<file path="src/rtl/dbgreg_pkg.sv">
package dbgreg_pkg;

    typedef enum logic [1:0] {
        SEL_ADDR = 2'd0,
        SEL_STAT = 2'd1,
        SEL_CTL  = 2'd2,
        SEL_NONE = 2'd3
    } sel_e;

    // Status bits that software and the detection unit may change.
    function automatic logic [63:0] stat_wr_mask(input bit has_lock, input bit has_txn);
        logic [63:0] m;
        m = 64'h0000_0000_0000_E00F;
        if (has_lock) m[11] = 1'b1;
        if (has_txn)  m[16] = 1'b1;
        return m;
    endfunction

    // Status bits that are read-only and read back as one.
    function automatic logic [63:0] stat_ro_ones(input bit has_lock, input bit has_txn);
        logic [63:0] m;
        m = 64'h0000_0000_FFFE_07F0;
        if (!has_lock) m[11] = 1'b1;
        if (!has_txn)  m[16] = 1'b1;
        return m;
    endfunction

endpackage

</file>
<file path="src/rtl/dbgreg_gate.sv">
module dbgreg_gate
    import dbgreg_pkg::*;
(
    input  logic       acc_valid,
    input  logic       acc_write,
    input  logic [2:0] acc_idx,
    input  logic [1:0] cpl,
    input  logic       dbg_ext_en,
    output logic       fault_gp,
    output logic       fault_ud,
    output logic       wr_en,
    output sel_e       sel,
    output logic [1:0] slot
);
    logic is_alias;
    logic ok;

    always_comb begin
        is_alias = (acc_idx[2:1] == 2'b10);
        // privilege fault wins over the alias fault
        fault_gp = acc_valid && (cpl != 2'd0);
        fault_ud = acc_valid && !fault_gp && dbg_ext_en && is_alias;
        ok       = acc_valid && !fault_gp && !fault_ud;
        wr_en    = ok && acc_write;
        slot     = acc_idx[1:0];
        if (!ok)
            sel = SEL_NONE;
        else if (!acc_idx[2])
            sel = SEL_ADDR;
        else if (!acc_idx[0])
            sel = SEL_STAT;
        else
            sel = SEL_CTL;
    end

endmodule

</file>
<file path="src/rtl/dbgreg_file.sv">
module dbgreg_file
    import dbgreg_pkg::*;
#(
    parameter int XLEN     = 32,
    parameter bit HAS_LOCK = 1'b0,
    parameter bit HAS_TXN  = 1'b0
) (
    input  logic            clk,
    input  logic            rst_n,
    input  logic            wr_en,
    input  sel_e            sel,
    input  logic [1:0]      slot,
    input  logic [XLEN-1:0] wdata,
    input  logic            det_v,
    input  logic [XLEN-1:0] det_d,
    output logic [XLEN-1:0] rd_data,
    output logic [XLEN-1:0] stat_view,
    output logic [XLEN-1:0] ctl_view
);
    localparam int NADDR = 4;
    localparam logic [63:0] WM64   = stat_wr_mask(HAS_LOCK, HAS_TXN);
    localparam logic [63:0] RO64   = stat_ro_ones(HAS_LOCK, HAS_TXN);
    localparam logic [63:0] LOW64  = 64'h0000_0000_FFFF_FFFF;
    localparam logic [63:0] RST64  = WM64 & 64'h0000_0000_0001_0800;
    localparam logic [XLEN-1:0] WM   = WM64[XLEN-1:0];
    localparam logic [XLEN-1:0] RO   = RO64[XLEN-1:0];
    localparam logic [XLEN-1:0] LOWM = LOW64[XLEN-1:0];
    localparam logic [XLEN-1:0] RSTS = RST64[XLEN-1:0];

    typedef struct packed {
        logic [NADDR-1:0][XLEN-1:0] addr;
        logic [XLEN-1:0]            stat;
        logic [XLEN-1:0]            ctl;
    } regs_t;

    regs_t r_d, r_q;

    always_comb begin
        r_d = r_q;
        if (wr_en) begin
            case (sel)
                SEL_ADDR: r_d.addr[slot] = wdata;
                SEL_STAT: r_d.stat       = wdata & WM;
                SEL_CTL:  r_d.ctl        = wdata & LOWM;
                default:  ;
            endcase
        end
        // detection unit has priority over the port
        if (det_v)
            r_d.stat = det_d & WM;
    end

    always_ff @(posedge clk) begin
        if (!rst_n) begin
            r_q.addr <= '0;
            r_q.stat <= RSTS;
            r_q.ctl  <= '0;
        end else begin
            r_q <= r_d;
        end
    end

    always_comb begin
        stat_view = (r_q.stat & WM) | RO;
        ctl_view  = r_q.ctl & LOWM;
        case (sel)
            SEL_ADDR: rd_data = r_q.addr[slot];
            SEL_STAT: rd_data = stat_view;
            SEL_CTL:  rd_data = ctl_view;
            default:  rd_data = '0;
        endcase
    end


    ctl_write_lands_chk: assert property (@(posedge clk) disable iff (!rst_n)
        (wr_en && sel == SEL_CTL && !det_v) |=> (ctl_view == ($past(wdata) & LOWM)));


    det_update_wins_chk: assert property (@(posedge clk) disable iff (!rst_n)
        det_v |=> ((stat_view & WM) == ($past(det_d) & WM)));


    stat_ro_bits_chk: assert property (@(posedge clk) disable iff (!rst_n)
        ((stat_view & RO) == RO));

endmodule

</file>
<file path="src/rtl/dbgreg_ctrl.sv">
module dbgreg_ctrl
    import dbgreg_pkg::*;
#(
    parameter int XLEN     = 32,
    parameter bit HAS_LOCK = 1'b0,
    parameter bit HAS_TXN  = 1'b0
) (
    input  logic            clk,
    input  logic            rst_n,
    input  logic            acc_valid,
    input  logic            acc_write,
    input  logic [2:0]      acc_idx,
    input  logic [XLEN-1:0] acc_wdata,
    input  logic [1:0]      cpl,
    input  logic            dbg_ext_en,
    input  logic            det_upd_valid,
    input  logic [XLEN-1:0] det_upd_data,
    output logic [XLEN-1:0] acc_rdata,
    output logic            fault_gp,
    output logic            fault_ud,
    output logic [XLEN-1:0] dstat_o,
    output logic [XLEN-1:0] dctl_o
);
    logic       wr_en;
    sel_e       sel;
    logic [1:0] slot;

    dbgreg_gate u_gate (
        .acc_valid  (acc_valid),
        .acc_write  (acc_write),
        .acc_idx    (acc_idx),
        .cpl        (cpl),
        .dbg_ext_en (dbg_ext_en),
        .fault_gp   (fault_gp),
        .fault_ud   (fault_ud),
        .wr_en      (wr_en),
        .sel        (sel),
        .slot       (slot)
    );

    dbgreg_file #(
        .XLEN     (XLEN),
        .HAS_LOCK (HAS_LOCK),
        .HAS_TXN  (HAS_TXN)
    ) u_file (
        .clk       (clk),
        .rst_n     (rst_n),
        .wr_en     (wr_en),
        .sel       (sel),
        .slot      (slot),
        .wdata     (acc_wdata),
        .det_v     (det_upd_valid),
        .det_d     (det_upd_data),
        .rd_data   (acc_rdata),
        .stat_view (dstat_o),
        .ctl_view  (dctl_o)
    );


    gp_over_ud_chk: assert property (@(posedge clk) disable iff (!rst_n)
        !(fault_gp && fault_ud));


    fault_blocks_write_chk: assert property (@(posedge clk) disable iff (!rst_n)
        (fault_gp || fault_ud) |-> !wr_en);


    fault_rdata_zero_chk: assert property (@(posedge clk) disable iff (!rst_n)
        (fault_gp || fault_ud) |-> (acc_rdata == '0));


    stat_bit12_zero_chk: assert property (@(posedge clk) disable iff (!rst_n)
        !dstat_o[12]);


    idle_no_fault_chk: assert property (@(posedge clk) disable iff (!rst_n)
        !acc_valid |-> (!fault_gp && !fault_ud && acc_rdata == '0));

endmodule

</file>
<file path="config.mk">
export PLATFORM = sky130hd
export DESIGN_NAME = dbgreg_ctrl
export DESIGN_NICKNAME = d
export VERILOG_FILES = /design/src/rtl/dbgreg_pkg.sv /design/src/rtl/dbgreg_gate.sv /design/src/rtl/dbgreg_file.sv /design/src/rtl/dbgreg_ctrl.sv
export SDC_FILE = /design/constraint.sdc
export NUM_CORES = 1
export LEC_CHECK = 0
export BUFFER_PORTS_ARGS = -buffer_cell sky130_fd_sc_hd__buf_4
export CORE_MARGIN = 2
export CORE_UTILIZATION = 59
export DETAILED_ROUTE_END_ITERATION = 8
export PLACE_DENSITY_LB_ADDON = 0.3
export SLEW_MARGIN = 0
export SYNTH_ARGS = -nofsm -noshare
export SYNTH_HDL_FRONTEND = slang
export SYNTH_SLANG_ARGS = --single-unit
</file>
<file path="constraint.sdc">
create_clock -name clk -period 3.45 [get_ports clk]
set_input_delay 0.345 -clock clk [delete_from_list [all_inputs] [get_ports clk]]
set_output_delay 0.345 -clock clk [all_outputs]
set_load 0.1 [all_outputs]
</file>
==> results.txt, run 1 <==
CTS Buf Count: 17
Die width: 121 um
ANT nets after route: 0
Min cycle time layout: 2.80 ns
CTS max path bufs: 2
Peak VDD IR: 0.332 mV
Initial antenna violation count: 0
Post-synth EDFFs: 0
Crit. End Element: primary output
Largest net degree at the start of global routing: 141
Reg-to-reg slack, setup: 2.71 ns
Reg2reg end: u_file.r_q[131]$_SDFFE_PN0P_
Io pins: 173
LEAKAGE: 0.00419 uW
Die Y: 121 um
Final Hold Viols: 0
Seq/Total Area, Yosys: 0.411
Worst-Skew Late Latency: 0.42 ns
Worst hold path class: in2reg
Postcts setup bufs: 0
Actual slew at the worst max-slew pin: 1.07 ns
Via Count: 5968
Netlist Area Pre-Place: 8140 sq um
Max cap viols: 0
CP Max Fanout: 36
Core area: 13300 sq um
Setup TNS: 0 ns
Final setup viols: 0
Post-DP HPWL: 11400 um
Reg2reg start: u_file.r_q[131]$_SDFFE_PN0P_
Seq cells post-synth: 167
Mapped Cells: 825
CP arrival: 2.46 ns
Hold path cells: 3
CTS tree: done
Row count: 42
Yosys warning count: 0
Vias in the first global route: 5886
Initial core utilization: 0.610
Total power: 4830 uW
P&R area growth vs syn: 15.4%
Die ar.: 14800 sq um
GRT overflow: 0
Fin Hold WS: 0.139 ns
RSZ-0062 raised after global routing: false
Crit start category: input port
Type of the worst setup path: in2out
Drc violations: 0
Synth unique cells: 31
# H-tree levels: 4
FMAX: 0.357 GHz
Rel. slew slack: 0.286
Hold Buf Count CTS: 0
Outcome: finished clean
Drt first pass iters: 5
Routed vias/inst: 5.62
Share of flip-flops with an asynchronous set or reset: 0
Layout cell share with drive strength beyond 1: 0.235
# nets final: 947
Slew Viols, Final: 0
PortBufs: 122
Clk_skew: 0 ns
Hold Crit Start: det_upd_data[14]
Gpl congestion: 0.757
CTS resizes: 0
Total track usage: 0.252
Final period util: 0.812
Top FF cell, synth: dfxtp_1
Power Density: 514 nW/um^2
WL/cell: 17.3 um
Global-route wire length before repair: 29300 um
Syn_area_per_cell: 9.87 sq um
Clock sink count: 167
Hold Path End: u_file.stat_view[14]$_SDFFE_PN0P_
R2R depth: 2
Initial DRC count: 407
CTS Root Cell: clkbuf_16
Post-Route WL: 18400 um
Ant. Diodes: 0
CTS clock-pin slew for the worst setup and hold paths: 0.06 ns
WP data required: 3.11 ns
==> synthesized netlist by cell type, types with 2 or more instances <==
cell | count | share of area
nand2_1 | 208 | 0.096
dfxtp_1 | 167 | 0.41
mux2i_1 | 167 | 0.21
buf_4 | 74 | 0.068
nor2_1 | 34 | 0.016
mux4_2 | 31 | 0.086
clkbuf_1 | 28 | 0.013
nand3b_1 | 25 | 0.023
o21ai_1 | 24 | 0.015
buf_2 | 14 | 0.0086
buf_6 | 10 | 0.014
a211oi_1 | 7 | 0.0065
o211ai_1 | 7 | 0.0065
o311ai_1 | 7 | 0.0075
nor2b_1 | 3 | 0.0023
conb_1 | 2 | 0.00092
mux2_1 | 2 | 0.0028
nand3_2 | 2 | 0.0025
==> worst max-delay path by stage <==
stage	to	startpoint	slack (ns)
after global routing	acc_rdata[23]	acc_idx[1]	0.58
final	acc_rdata[23]	acc_idx[1]	0.65
after detailed placement	u_file.ctl_view[24]$_SDFFE_PN0P_	acc_idx[0]	0.65
after floorplan	acc_rdata[15]	acc_idx[0]	0.02
after global placement	u_file.r_q[104]$_SDFFE_PN0P_	acc_idx[0]	0.73
after CTS	acc_rdata[23]	acc_idx[1]	0.67
==> per-layer routing <==
metal | vias up | share of wire | track usage
met5 | - | 0 | 0
met2 | 199 | 0.49 | 0.416
met4 | 0 | 0.023 | 0.108
li1 | 2835 | - | -
met3 | 32 | 0.055 | 0.0508
met1 | 2902 | 0.43 | 0.320
==> registers in the layout, summed over array words and instances, names as in the netlist <==
signal            flops
u_file.ctl_view      32
u_file.stat_view      7
u_file.r_q          128
==> per-stage QoR <==
stage | std cells | area [sq um] | worst slack (ns) | utilization
2_1_floorplan | 848 | 8260 | 0.0248 | -
3_3_place_gp | 1029 | 8660 | 0.730 | 0.648
3_5_place_dp | 1029 | 8660 | 0.654 | 0.648
4_1_cts | 1061 | 9400 | 0.674 | 0.704
5_1_grt | 1061 | 9400 | 0.577 | 0.704
6_report | 1061 | 9400 | 0.649 | 0.704
==> layout make-up <==
type,instances,area [sq um]
Clock inverter,13,298
Multi-Input combinational cell,554,4080
Fill cell,991,3950
Sequential cell,167,3340
Tap cell,176,220
Clock buffer,19,443
Timing Repair Buffer,132,1020
==> cells by family after synthesis <==
logic type / after synthesis / share of synthesized area
flip-flops: 167 / 0.411
AND/OR/NAND/NOR: 282 / 0.153
buffers and inverters: 127 / 0.104
other: 2 / 0.000923
multiplexers: 200 / 0.294
AO/OA/AOI/OAI: 47 / 0.0369
==> report_power, final <==
group | internal (uW) | leakage, uW | switching (uW) | total (uW)
clock | 1590 | 0.000349 | 767 | 2360
combinational | 119 | 0.00249 | 399 | 517
sequential | 1940 | 0.00135 | 9.55 | 1950
total | 3650 | 0.00419 | 1180 | 4830
==> worst max-delay path, cell delays in order <==
cell and delay, ns:
buf_4 0.46, nand3b_1 0.22, nand3_2 0.56, buf_4 0.41, nor2_1 0.14, buf_4 0.31
==> cells in the final DEF (no fill, tap or decap) <==
master and instances:
nand2b_1 1, and2_1 1, mux2_1 2, clkbuf_16 17
nand2_1 208, clkbuf_8 1, nor3b_4 1, nand4b_4 1
or3_1 1, nor2b_2 1, and4bb_2 1, o211ai_1 7
nand3b_1 25, a211oi_2 6, nand4bb_1 1, clkbuf_1 1
nor4_4 1, dfxtp_1 167, a32oi_1 1, o21ai_1 24
buf_4 130, bufinv_16 9, conb_1 25, o311ai_1 7
clkinvlp_4 3, mux2i_1 167, nor2b_1 3, a211oi_1 1
a21oi_1 1, nand3_2 3, clkinv_2 1, nor2_1 34
buf_12 2, mux4_2 31
No activity file was read; power rests on OpenSTA's default activity.
==> run 2: changes to the inputs <==
--- a/config.mk
+++ b/config.mk
@@ -5,9 +5,10 @@
 export SDC_FILE = /design/constraint.sdc
 export NUM_CORES = 1
 export LEC_CHECK = 0
+export ABC_AREA = 1
 export BUFFER_PORTS_ARGS = -buffer_cell sky130_fd_sc_hd__buf_4
 export CORE_MARGIN = 2
-export CORE_UTILIZATION = 59
+export CORE_UTILIZATION = 50
 export DETAILED_ROUTE_END_ITERATION = 8
 export PLACE_DENSITY_LB_ADDON = 0.3
 export SLEW_MARGIN = 0
==> constraint.sdc (replaced) <==
create_clock -name clk -period 2.4 [get_ports clk]
set_input_delay 0.24 -clock clk [delete_from_list [all_inputs] [get_ports clk]]
set_output_delay 0.24 -clock clk [all_outputs]
set_load 0.1 [all_outputs]
==> results.txt, run 2 <==
Peak VDD IR: 0.478 mV (+44%)
Seq/Total Area, Yosys: 0.391 (-0.0202)
WL/cell: 14.9 um (-14%)
Layout cell share with drive strength beyond 1: 0.158 (-0.0769)
Yosys warning count: 0 (unchanged)
Placed instance count: 1530 (+49%)
Final Hold Viols: 0 (unchanged)
Largest cells by area after synthesis: dfxtp_1 39%, nand2_1 16%, nor2_1 12%
CTS clock-pin slew for the worst setup and hold paths: 0.06 ns (about the same)
Actual slew at the worst max-slew pin: 0.589 ns (-0.481 ns)
# nets final: 1404 (+48%)
Mapped Cells: 1286 (+56%)
Gpl congestion: 0.801 (+5.8%)
Slew Viols, Final: 0 (unchanged)
Post-synth EDFFs: 0 (unchanged)
Row count: 47 (+12%)
Post-Route WL: 23200 um (+26%)
Syn_area_per_cell: 6.66 sq um (-33%)
Share of flip-flops with an asynchronous set or reset: 0 (unchanged)
Postcts setup bufs: 0 (unchanged)
Rel. slew slack: 0.607 (+0.321)
Most frequent cells in the layout: 355 x nand2_1, 270 x nor2_1, 167 x nand3_1, 167 x dfxtp_1, 134 x buf_4
Core area: 16600 sq um (+25%)
Outcome: finished clean
Min cycle time layout: 2.06 ns
Clock sink count: 167 (unchanged)
Initial core utilization: 0.514 (-0.0954)
Die width: 135 um (+11%)
PortBufs: 122 (unchanged)
Crit. End Element: primary output
Type of the worst setup path: in2out
CTS Buf Count: 17 (unchanged)
Leading cell type in the layout, fill and taps excluded: nand2_1
Hold path cells: 3 (unchanged)
Cell taking the most area after synthesis: dfxtp_1
Drc violations: 0 (unchanged)
Pre-CTS WS: 0.378 ns (-0.276 ns)
GRT overflow: 0 (unchanged)
Io pins: 173 (unchanged)
Top cells by count, synth: 356 x nand2_1, 274 x nor2_1, 168 x nand3_1, 167 x dfxtp_1, 80 x buf_4
Seq cells post-synth: 167 (unchanged)
Global-route wire length before repair: 37100 um (+27%)
Vias in the first global route: 7221 (+23%)
Hold Buf Count CTS: 0 (unchanged)
Worst-Skew Late Latency: 0.43 ns (about the same)
FMAX: 0.486 GHz
Power Density: 640 nW/um^2 (+24%)
Netlist Area Pre-Place: 8560 sq um (+5.2%)
Routed vias/inst: 5.24 (-6.8%)
Clk_skew: 0 ns (unchanged)
Initial antenna violation count: 0 (unchanged)
Setup TNS: 0 ns (unchanged)
Die Y: 135 um (+11%)
Final period util: 0.857
Die ar.: 18200 sq um (+23%)
RSZ-0062 raised after global routing: false
Placed cell area: 9350 sq um (+8.0%)
Ant. Diodes: 0 (unchanged)
CTS max path bufs: 2 (unchanged)
Post-DP HPWL: 14500 um (+28%)
CP arrival: 1.82 ns (-0.64 ns)
Total track usage: 0.257 (+0.00587)
CTS resizes: 0 (unchanged)
Top FF cell, synth: dfxtp_1
# H-tree levels: 4 (unchanged)
Initial DRC count: 765 (+88%)
P&R area growth vs syn: 16.1%
Largest net degree at the start of global routing: 129 (-8.5%)
Via Count: 8187 (+37%)
WP data required: 2.16 ns (-0.95 ns)
Crit start category: input port
Max reg flops: 128 (unchanged)
Drt first pass iters: 5 (unchanged)
CP Max Fanout: 14 (-61%)
Fin area: 9940 sq um (+5.8%)
CTS Root Cell: clkbuf_16
ANT nets after route: 0 (unchanged)
Worst setup margin: 0.344 ns (-0.305 ns)
Largest Register: u_file.r_q
Final setup viols: 0 (unchanged)
Finished Layout Cells: 1561 (+47%)
CTS tree: done
R2R depth: 4 (+2)
Worst hold path class: in2reg
Max cap viols: 0 (unchanged)
Most frequent cell after synthesis: nand2_1
Yosys top cell area share: 0.391 (-0.0202)
LEAKAGE: 0.00455 uW (+8.5%)
Synth unique cells: 26 (-16%)
## run 2: changes by cell type in the layout (fill, tap and decap cells not counted), moves of 31 or more
cell | before | now
a21oi_1 | 1 | 39
nor2_1 | 34 | 270
inv_1 | 0 | 39
nand2_1 | 208 | 355
mux2i_1 | 167 | 0
mux4_2 | 31 | 0
nand3_1 | 0 | 167
## run 2: routing by layer
layer | up-vias | wire length, um | track usage
met2 | 322 | 10600 | 0.410
met5 | - | 0 | 0
met3 | 24 | 1740 | 0.0477
li1 | 4072 | - | -
met4 | 0 | 364 | 0.0848
met1 | 3769 | 10500 | 0.353
## run 2: layout make-up
cell class              instances  area (sq um)
multi-input cells             944          4190
clock inverters                 7          91.3
well taps                     220           275
fillers                      1556          6700
repair buffers                151          1350
inverters                      48           188
flip-flops and latches        167          3340
clock buffers                  24           502
## run 2: kinds of logic (layout without fill, tap and decap cells)
family	count (synthesis)	count (layout)	share of synthesized area
DFF	167	167	0.391
and+or+nand+nor	828	828	0.409
AOI/OAI and AO/OA	91	91	0.0646
buffers and inverters	198	230	0.135
other	2	25	0.000877
## run 2: path summary, 6_finish.rpt
path	startpoint	end	slack (ns)
hold / removal	acc_wdata[25]	u_file.ctl_view[25]$_SDFFE_PN0P_	0.07
setup reg to reg	u_file.stat_view[14]$_SDFFE_PN0P_	u_file.stat_view[14]$_SDFFE_PN0P_	1.70
setup / recovery	acc_idx[1]	acc_rdata[18]	0.34
hold reg to reg	u_file.r_q[176]$_SDFFE_PN0P_	u_file.r_q[176]$_SDFFE_PN0P_	0.47
## run 2: worst max-delay path, stage by stage
cell	delay, ns
buf_4	0.12
inv_4	0.06
nand2_1	0.08
nor2_2	0.05
nor2_4	0.23
nand2_2	0.30
buf_4	0.31
nand3_1	0.11
buf_4	0.30
## run 2: per-stage QoR
step	power (uW)	hold slack [ns]	util
final	6360	0.0690	0.597
after global routing	6570	0.0597	0.597
after CTS	6400	0.0514	0.597
after detailed placement	3660	0.458	0.562
after global placement	3650	0.449	0.562
after floorplan	3490	0.383	-
## run 2: power breakdown
group	internal [uW]	total (uW)	switching (uW)
logic	174	795	621
clock network	1660	2750	1090
registers	2800	2810	13.6
==> run 3: changes to the inputs <==
--- a/config.mk
+++ b/config.mk
@@ -5,10 +5,10 @@
 export SDC_FILE = /design/constraint.sdc
 export NUM_CORES = 1
 export LEC_CHECK = 0
-export ABC_AREA = 1
 export BUFFER_PORTS_ARGS = -buffer_cell sky130_fd_sc_hd__buf_4
 export CORE_MARGIN = 2
 export CORE_UTILIZATION = 50
+export CTS_BUF_LIST = sky130_fd_sc_hd__clkbuf_8 sky130_fd_sc_hd__clkbuf_16
 export DETAILED_ROUTE_END_ITERATION = 8
 export PLACE_DENSITY_LB_ADDON = 0.3
 export SLEW_MARGIN = 0
==> results.txt, run 3 (synthesis gave the netlist of run 1 again) <==
# nets final: 962 (-31%)
FMAX: 0.518 GHz (+6.4%)
Drc violations: 0 (unchanged)
Layout cell share with drive strength beyond 1: 0.269 (+0.111)
Initial antenna violation count: 0 (unchanged)
Post-DP HPWL: 11500 um (-21%)
CTS tree: done
CTS Root Cell: clkbuf_16
Clk_skew: 0 ns (unchanged)
Leading cell type in the layout, fill and taps excluded: nand2_1
WL/cell: 15.8 um (+6.5%)
ANT nets after route: 0 (unchanged)
Drt first pass iters: 5 (unchanged)
P&R area growth vs syn: 16.8%
Type of the worst setup path: reg2out
Slowest stage delay, CP: 0.45 ns (+0.14 ns)
Register area: 3340 sq um (unchanged)
Worst-Skew Late Latency: 0.42 ns (about the same)
Power Density: 641 nW/um^2 (+0.30%)
Clock sink count: 167 (unchanged)
Worst hold path class: in2reg
Outcome: finished clean
Hold Buf Count CTS: 0 (unchanged)
Postcts setup bufs: 0 (unchanged)
Filler Cells Inserted: 1374 (-12%)
Io pins: 173 (unchanged)
Crit start category: flop
LEAKAGE: 0.00421 uW (-7.5%)
Actual slew at the worst max-slew pin: 0.583 ns (-0.00651 ns)
Multi-input logic area: 4160 sq um (-0.90%)
Total power: 6100 uW (-4.1%)
Final setup viols: 0 (unchanged)
Largest net degree at the start of global routing: 56 (-57%)
Finished Layout Cells: 1114 (-29%)
CTS max path bufs: 2 (unchanged)
Setup TNS: 0 ns (unchanged)
CTS resizes: 0 (unchanged)
Most frequent cells in the layout: 208 x nand2_1, 167 x mux2i_1, 167 x dfxtp_1, 138 x buf_4, 31 x mux4_2
CP arrival: 1.69 ns (-0.13 ns)
CP Max Fanout: 2 (-12)
Total track usage: 0.207 (-0.0504)
Initial core utilization: 0.512 (-0.00196)
Rel. slew slack: 0.611 (+0.00434)
Slowest-stage cell, CP: mux4_2
# H-tree levels: 4 (unchanged)
Vias in the first global route: 5665 (-22%)
CP cell instances: mux4_2, o21ai_1, nor2_2, buf_4
Delay-heaviest family, CP: multiplexers
Ant. Diodes: 0 (unchanged)
CTS Buf Count: 17 (unchanged)
Gpl congestion: 0.746 (-6.8%)
Max cap viols: 0 (unchanged)
Final period util: 0.805 (-0.0518)
Row count: 46 (-2.1%)
Routed vias/inst: 5.24 (-0.18%)
Via Count: 5832 (-29%)
WP data required: 2.16 ns (about the same)
Die width: 132 um (-2.4%)
Die Y: 132 um (-2.4%)
Global-route wire length before repair: 29400 um (-21%)
Crit. End Element: primary output
Initial DRC count: 264 (-65%)
Final Hold Viols: 0 (unchanged)
Max reg flops: 128 (unchanged)
Worst path buffer plus inverter count: 1 (-3)
RSZ-0062 raised after global routing: false
Die ar.: 17300 sq um (-4.8%)
Slew Viols, Final: 0 (unchanged)
CTS clock-pin slew for the worst setup and hold paths: 0.06 ns (about the same)
GRT overflow: 0 (unchanged)
PortBufs: 122 (unchanged)
Core area: 15900 sq um (-4.5%)
Placed instance count: 1084 (-29%)
Peak VDD IR: 0.476 mV (-0.46%)
Largest Register: u_file.r_q
Min cycle time layout: 1.93 ns (-0.124 ns)
Post-Route WL: 17600 um (-24%)
[run 3: path summary, 6_finish.rpt]
path	start	end	slack [ns]	cells past startpoint
setup reg to reg	u_file.stat_view[0]$_SDFFE_PN0P_	u_file.stat_view[0]$_SDFFE_PN0P_	1.70	2
setup / recovery	u_file.r_q[185]$_SDFFE_PN0P_	acc_rdata[25]	0.47	4
hold / removal	det_upd_data[14]	u_file.stat_view[14]$_SDFFE_PN0P_	0.03	3
hold reg to reg	u_file.r_q[76]$_SDFFE_PN0P_	u_file.r_q[76]$_SDFFE_PN0P_	0.45	2
[run 3: power breakdown]
part	leakage [uW]	switching [uW]	internal, uW
clock network	0.000268	1080	1420
registers	0.00135	13.2	2790
logic	0.00259	591	199
[run 3: stage by stage]
| step | setup slack, ns | util | instance area (sq um) | hold slack [ns] |
|---|---|---|---|---|
| 2_1_floorplan | -0.0317 | - | 8330 | 0.366 |
| 3_3_place_gp | 0.472 | 0.565 | 8980 | 0.439 |
| 3_5_place_dp | 0.460 | 0.565 | 8980 | 0.445 |
| 4_1_cts | 0.446 | 0.598 | 9500 | 0.0187 |
| 5_1_grt | 0.371 | 0.598 | 9500 | 0.0284 |
| 6_report | 0.468 | 0.598 | 9500 | 0.0338 |
[run 3: tightest hold or removal path, cell delays in order]
cell and delay (ns):
buf_4 0.08, nand2_1 0.04, o211ai_1 0.06
[run 3: area by class of cell]
type | instances | share of cell area
clock buffer | 18 | 0.0462
clock inverter | 12 | 0.00935
multi-input combinational | 554 | 0.437
sequential | 167 | 0.352
tap | 216 | 0.0284
timing repair buffer | 147 | 0.127
[run 3: routing by layer]
| layer | up-vias | track usage | share of wire |
|---|---|---|---|
| li1 | 2862 | - | - |
| met1 | 2824 | 0.278 | 0.47 |
| met2 | 136 | 0.339 | 0.48 |
| met3 | 10 | 0.0390 | 0.047 |
| met4 | 0 | 0.0640 | 0.0071 |
| met5 | - | 0 | 0 |
